[src/rtl/spiClkPkg.sv]
package spiClkPkg;

  typedef struct packed {
    logic tick;
    logic leading;
  } edgeStrobeT;

endpackage

[src/rtl/spiClkCtrl.sv]
module spiClkCtrl
  import spiClkPkg::*;
#(
  parameter int DIV_W = 8,
  parameter int EXP_W = 4,
  parameter int CNT_W = 16
) (
  input  logic             clk,
  input  logic             rstN,
  input  logic             enable,
  input  logic [DIV_W-1:0] divVal,
  input  logic             divMode,
  output edgeStrobeT       stb
);

  logic [CNT_W-1:0] reqHalf;
  logic [CNT_W-1:0] latHalf;
  logic [CNT_W-1:0] cnt;
  logic             phase;
  logic             tick;

  // half-period length requested by the current settings
  always_comb begin
    if (divMode) reqHalf = CNT_W'(divVal) + CNT_W'(1);
    else         reqHalf = CNT_W'(1) << divVal[EXP_W-1:0];
  end

  assign tick        = enable && (cnt == latHalf - CNT_W'(1));
  assign stb.tick    = tick;
  assign stb.leading = ~phase;

  always_ff @(posedge clk or negedge rstN) begin
    if (!rstN) begin
      cnt     <= '0;
      phase   <= 1'b0;
      latHalf <= CNT_W'(1);
    end else if (!enable) begin
      cnt     <= '0;
      phase   <= 1'b0;
      latHalf <= reqHalf;
    end else if (tick) begin
      cnt   <= '0;
      phase <= ~phase;
      if (phase) latHalf <= reqHalf;
    end else begin
      cnt <= cnt + CNT_W'(1);
    end
  end

  // the counter never runs past the latched half period
  a_r3_count_in_range: assert property (@(posedge clk) disable iff (!rstN)
    cnt < latHalf);

  // the latched length moves only on a return-to-idle edge or while off
  a_r9_length_held: assert property (@(posedge clk) disable iff (!rstN)
    (enable && !(tick && phase)) |=> $stable(latHalf));

  // a fresh start always begins counting from zero
  a_r6_restart_from_zero: assert property (@(posedge clk) disable iff (!rstN)
    (enable && !$past(enable)) |-> (cnt == '0 && !phase));

endmodule

[src/rtl/spiClkDp.sv]
module spiClkDp
  import spiClkPkg::*;
(
  input  logic       clk,
  input  logic       rstN,
  input  logic       enable,
  input  logic       cpol,
  input  logic       cpha,
  input  edgeStrobeT stb,
  output logic       sclk,
  output logic       launchStb,
  output logic       sampleStb
);

  logic sclkQ;
  logic idleQ;
  logic sampleNow;

  assign sampleNow = stb.leading ^ cpha;
  assign sclk      = sclkQ;

  always_ff @(posedge clk or negedge rstN) begin
    if (!rstN) begin
      sclkQ     <= 1'b0;
      idleQ     <= 1'b0;
      launchStb <= 1'b0;
      sampleStb <= 1'b0;
    end else if (!enable) begin
      sclkQ     <= cpol;
      idleQ     <= cpol;
      launchStb <= 1'b0;
      sampleStb <= 1'b0;
    end else if (stb.tick) begin
      sclkQ     <= ~sclkQ;
      sampleStb <= sampleNow;
      launchStb <= ~sampleNow;
    end else begin
      launchStb <= 1'b0;
      sampleStb <= 1'b0;
    end
  end

  // never two strobes at once
  a_r8_one_strobe: assert property (@(posedge clk) disable iff (!rstN)
    !(launchStb && sampleStb));

  // disabled means idle level from cpol and no strobes
  a_r2_idle_when_off: assert property (@(posedge clk) disable iff (!rstN)
    !enable |=> (sclk == $past(cpol) && !launchStb && !sampleStb));

  // every running edge of sclk comes with a strobe
  a_r8_edge_has_strobe: assert property (@(posedge clk) disable iff (!rstN)
    (enable && $past(enable) && sclk != $past(sclk)) |-> (launchStb || sampleStb));

  // the control's edge kind agrees with the captured idle level
  a_r10_phase_agrees: assert property (@(posedge clk) disable iff (!rstN)
    (enable && $past(enable) && stb.tick) |-> (stb.leading == (sclkQ == idleQ)));

endmodule

[src/rtl/spiSclkDivider.sv]
module spiSclkDivider
  import spiClkPkg::*;
#(
  parameter int DIV_W = 8,
  parameter int EXP_W = 4
) (
  input  logic             clk,
  input  logic             rstN,
  input  logic             enable,
  input  logic [DIV_W-1:0] divVal,
  input  logic             divMode,
  input  logic             cpol,
  input  logic             cpha,
  output logic             sclk,
  output logic             launchStb,
  output logic             sampleStb
);

  localparam int EXP_CNT_W = 1 << EXP_W;
  localparam int CNT_W     = (EXP_CNT_W > DIV_W + 1) ? EXP_CNT_W : DIV_W + 1;

  edgeStrobeT stb;

  spiClkCtrl #(
    .DIV_W(DIV_W),
    .EXP_W(EXP_W),
    .CNT_W(CNT_W)
  ) i_ctrl (
    .clk    (clk),
    .rstN   (rstN),
    .enable (enable),
    .divVal (divVal),
    .divMode(divMode),
    .stb    (stb)
  );

  spiClkDp i_dp (
    .clk      (clk),
    .rstN     (rstN),
    .enable   (enable),
    .cpol     (cpol),
    .cpha     (cpha),
    .stb      (stb),
    .sclk     (sclk),
    .launchStb(launchStb),
    .sampleStb(sampleStb)
  );

endmodule

[config.mk]
export PLATFORM = sky130hd
export DESIGN_NAME = spiSclkDivider
export DESIGN_NICKNAME = d
export VERILOG_FILES = /design/src/rtl/spiClkPkg.sv /design/src/rtl/spiClkCtrl.sv /design/src/rtl/spiClkDp.sv /design/src/rtl/spiSclkDivider.sv
export SDC_FILE = /design/constraint.sdc
export NUM_CORES = 1
export LEC_CHECK = 0
export ABC_AREA = 1
export CAP_MARGIN = 30
export CORE_ASPECT_RATIO = 1.25
export CORE_UTILIZATION = 40
export DETAILED_ROUTE_END_ITERATION = 10
export HOLD_SLACK_MARGIN = 0.08
export SYNTH_ARGS = -nofsm -noshare
export SYNTH_HDL_FRONTEND = slang
export SYNTH_SLANG_ARGS = --single-unit
[constraint.sdc]
create_clock -name clk -period 3 [get_ports clk]
set_clock_uncertainty 0.2 [all_clocks]
set_input_delay 0.9 -clock clk [delete_from_list [all_inputs] [get_ports clk]]
set_output_delay 0.9 -clock clk [all_outputs]
set_load 0.005 [all_outputs]
==> flow_summary_export.csv <==
group,metric,value,unit
power_and_ir_drop,p_int,1.05,mW
yosys,synth_fp_nets,432,
global_routing,grt_max_degree,37,
detailed_routing,post_drt_wl_per_cell,12.2,um
floorplanning,rows,33,
setup_path,cp_common_cell,"nand3_1",
place,place_congestion,0.910,
timing,fin_ws,0.523,ns
timing,fin_crit,2.48,ns
yosys,yosysSeqAreaShare,32.7,%
detailed_routing,viasPerCell,4.92,
yosys,ys_ff_latch,36,
yosys,ys.flop_type,"dfrtp_1",
final_layout,nets,448,
setup_path,cp_slowest_stage_delay,0.55,ns
timing,setup_violations,0,
floorplanning,start_util,41.7,%
clocking,cts_setup_buffers,0,
clocking,htree_levels,2,
yosys,synth_top_cells_by_count,"nand2_1 (112), nand3_1 (62), nor2_1 (57)",
min_path,min_path_cells,2,
yosys,synth_most_common_cell,"nand2_1",
clocking,clock_latency,0.29,ns
power_and_ir_drop,cellPowerDensity,473,mW/mm^2
setup_path,cp.required,3.03,ns
setup_path,r2r_end,"i_ctrl.latHalf[15]",
power_and_ir_drop,p_sw_share,29.3,%
setup_path,worstSetupPathType,"in -> reg",
floorplanning,ios,17,
global_routing,antenna_found_initial,0,
yosys,synth_area_leader_cell,"dfrtp_1",
yosys,avgSynthCellArea,6.72,sq um
min_path,hold_path.class,"reg -> reg",
setup_path,start_kind,"primary input",
timing,tightest_slew,0.805,ns
yosys,syn_area,0.00276,sq mm
global_routing,track_usage,19.1,%
floorplanning,fp.dieW,76.3,um
power_and_ir_drop,p_switching,433,uW
yosys,yosys.area.top_type_share,31.8,%
yosys,synth_cells,410,
clocking,cts_tree,"done",
final_layout,drive_gt1_share,7.03,%
timing,slew_headroom,46.3,%
timing,rsz0062_at_grt,"false",
yosys,yosys_warnings,0,
power_and_ir_drop,vdd_ir_drop_max,0.000180,V
clocking,cts_root_buf,"clkbuf_8",
setup_path,worstRegToRegCells,10,
power_and_ir_drop,p_leak,1.66,nW
final_layout,fin_util,47.3,%
setup_path,critPathSlowestCell,"clkdlybuf4s50_1",
timing,finalSetupTns,0,ns
clocking,clockBufferDepth,2,
detailed_routing,drt_iter0_markers,123,
detailed_routing,routed_wl,6.25,mm
place,dp_hpwl,4.98,mm
yosys,synthTopCellsByArea,"dfrtp_1 (32%), nand2_1 (15%), nand3_1 (11%)",
setup_path,ff2ff_setup_slack,0.54,ns
floorplanning,die_h,94.8,um
yosys,synth_edf_count,0,
setup_path,crit_fanout,5,
min_path,hold_start,"i_ctrl.latHalf[1]",
clocking,cts.sinks,36,
detailed_routing,firstDrtPassIters,4,
detailed_routing,detail-route-antenna-nets,0,
clocking,cts_hold_buf,0,
yosys,async_reset_ff_share,100,%
detailed_routing,vias,2528,
outcome,status,"finished, final reports clean",
setup_path,worstSetupEndpointType,"flip-flop",
global_routing,grt_pass1_vias,2381,
final_layout,diodes,0,
floorplanning,core-area,0.00661,sq mm
floorplanning,fp.dieArea,0.00723,sq mm
global_routing,grt_overflow_total,0,
detailed_routing,drc_errors,0,
yosys,yosysUniqueCellTypes,36,
power_and_ir_drop,total_power,1.48,mW
timing,fmax,0.404,GHz
clocking,path_clk_slew,0.07,ns
place,port_buffers,16,
timing,hold_viol_final,0,
setup_path,timing.rr.start,"i_ctrl.latHalf[0]",
min_path,hold_end,"i_ctrl.latHalf[1]",
final_layout,fill_cells,695,
global_routing,grt_pass1_wl,11.0,mm
setup_path,crit_chain,"clkdlybuf4s50_1, ha_1, nand3_1, nor4_1, nand3_1, o21ai_0, nand3_1, nand2_1",
power_and_ir_drop,p_seq_share,35.6,%
clocking,cts_made_buffers,5,
clocking,cts.repair.resized,0,
setup_path,worstPathArrival,2.50,ns
power_and_ir_drop,p_clk_share,40.4,%
final_layout,syn2layout_area_growth,13.5,%
place,pre_cts_ws,0.228,ns
timing,finalMaxSlewViolations,0,
run,drv_cap,0,
power_and_ir_drop,comb_power_share,23.9,%
timing,period_share,82.6,%
[layer usage]
layer | part of all wire [%] | vias up | wire (um) | global-route usage, %
met5 | 0 | - | 0 | 0
met4 | 2.8 | 0 | 172 | 8.01
met3 | 1.6 | 15 | 99 | 1.84
met2 | 50 | 37 | 3120 | 34.1
met1 | 46 | 1150 | 2860 | 23.7
li1 | - | 1326 | - | -
[power by group through the flow]
stage / combinational [mW] / sequential, mW / clock, mW
6_report: 0.354 / 0.527 / 0.597
5_1_grt: 0.409 / 0.530 / 0.631
4_1_cts: 0.359 / 0.527 / 0.610
3_5_place_dp: 0.357 / 0.536 / 0
3_3_place_gp: 0.353 / 0.536 / 0
2_1_floorplan: 0.275 / 0.530 / 0
[critical path: cells and delay by family]
| kind | cells | cell delay, ns |
|---|---|---|
| adders and majority gates | 1 | 0.22 |
| and+or+nand+nor | 5 | 0.74 |
| AOI/OAI and AO/OA | 1 | 0.10 |
| buffers and inverters | 1 | 0.55 |
[worst max-delay path by stage]
stage	endpoint	startpoint	slack, ns
6_report	i_ctrl.latHalf[8]	divVal[0]	0.52
5_1_grt	i_ctrl.latHalf[7]	divVal[0]	0.28
4_1_cts	i_ctrl.latHalf[5]	i_ctrl.latHalf[0]	0.52
3_5_place_dp	i_ctrl.latHalf[8]	divVal[0]	0.23
3_3_place_gp	i_ctrl.latHalf[7]	divVal[0]	0.28
2_1_floorplan	i_ctrl.cnt[12]	i_ctrl.latHalf[0]	0.80
[final cells by class]
class	count	area (sq um)	share of cell area [%]
Clock buffer	5	68.8	2.20
Timing Repair Buffer	19	178	5.68
Sequential cell	36	902	28.8
Clock inverter	3	90.1	2.88
Tap cell	87	109	3.48
Multi-Input combinational cell	310	1580	50.4
Inverter	54	203	6.48
[cell usage in the layout, fill, tap and decap left out, drive strengths merged, types with 4 or more instances in the layout]
master and count:
a21oi 5, buf 4, clkbuf 5, clkdlybuf4s50 15, dfrtp 35, ha 8, inv 54, nand2 117
nand3 63, nor2 65, nor3 9, o21ai 11, xor2 15
[cells by family (layout without fill, tap and decap cells)]
logic type | count (synthesis) | in the layout | synth area share [%]
adder cells (fa/ha/maj) | 8 | 8 | 3.63
buffers and inverters | 64 | 81 | 10.0
AND/OR/NAND/NOR | 261 | 261 | 43.1
AO/OA/AOI/OAI | 23 | 23 | 4.81
XOR/XNOR | 18 | 18 | 5.72
flip-flops | 36 | 36 | 32.7
[per-stage QoR]
step,instances,instance area [sq um],hold WS (ns)
2_1_floorplan,410,2760,0.264
3_3_place_gp,506,2970,0.283
3_5_place_dp,506,2970,0.288
4_1_cts,514,3130,0.305
5_1_grt,514,3130,0.336
6_report,514,3130,0.301
[state kept, by name, indices dropped and copies added, names as in the netlist]
register        cells
i_dp.sampleStb      1
i_dp.sclk           1
i_ctrl.cnt         16
i_ctrl.latHalf     16
i_dp.launchStb      1
i_ctrl.phase        1
Note: power is estimated with default switching activity, not from simulation.
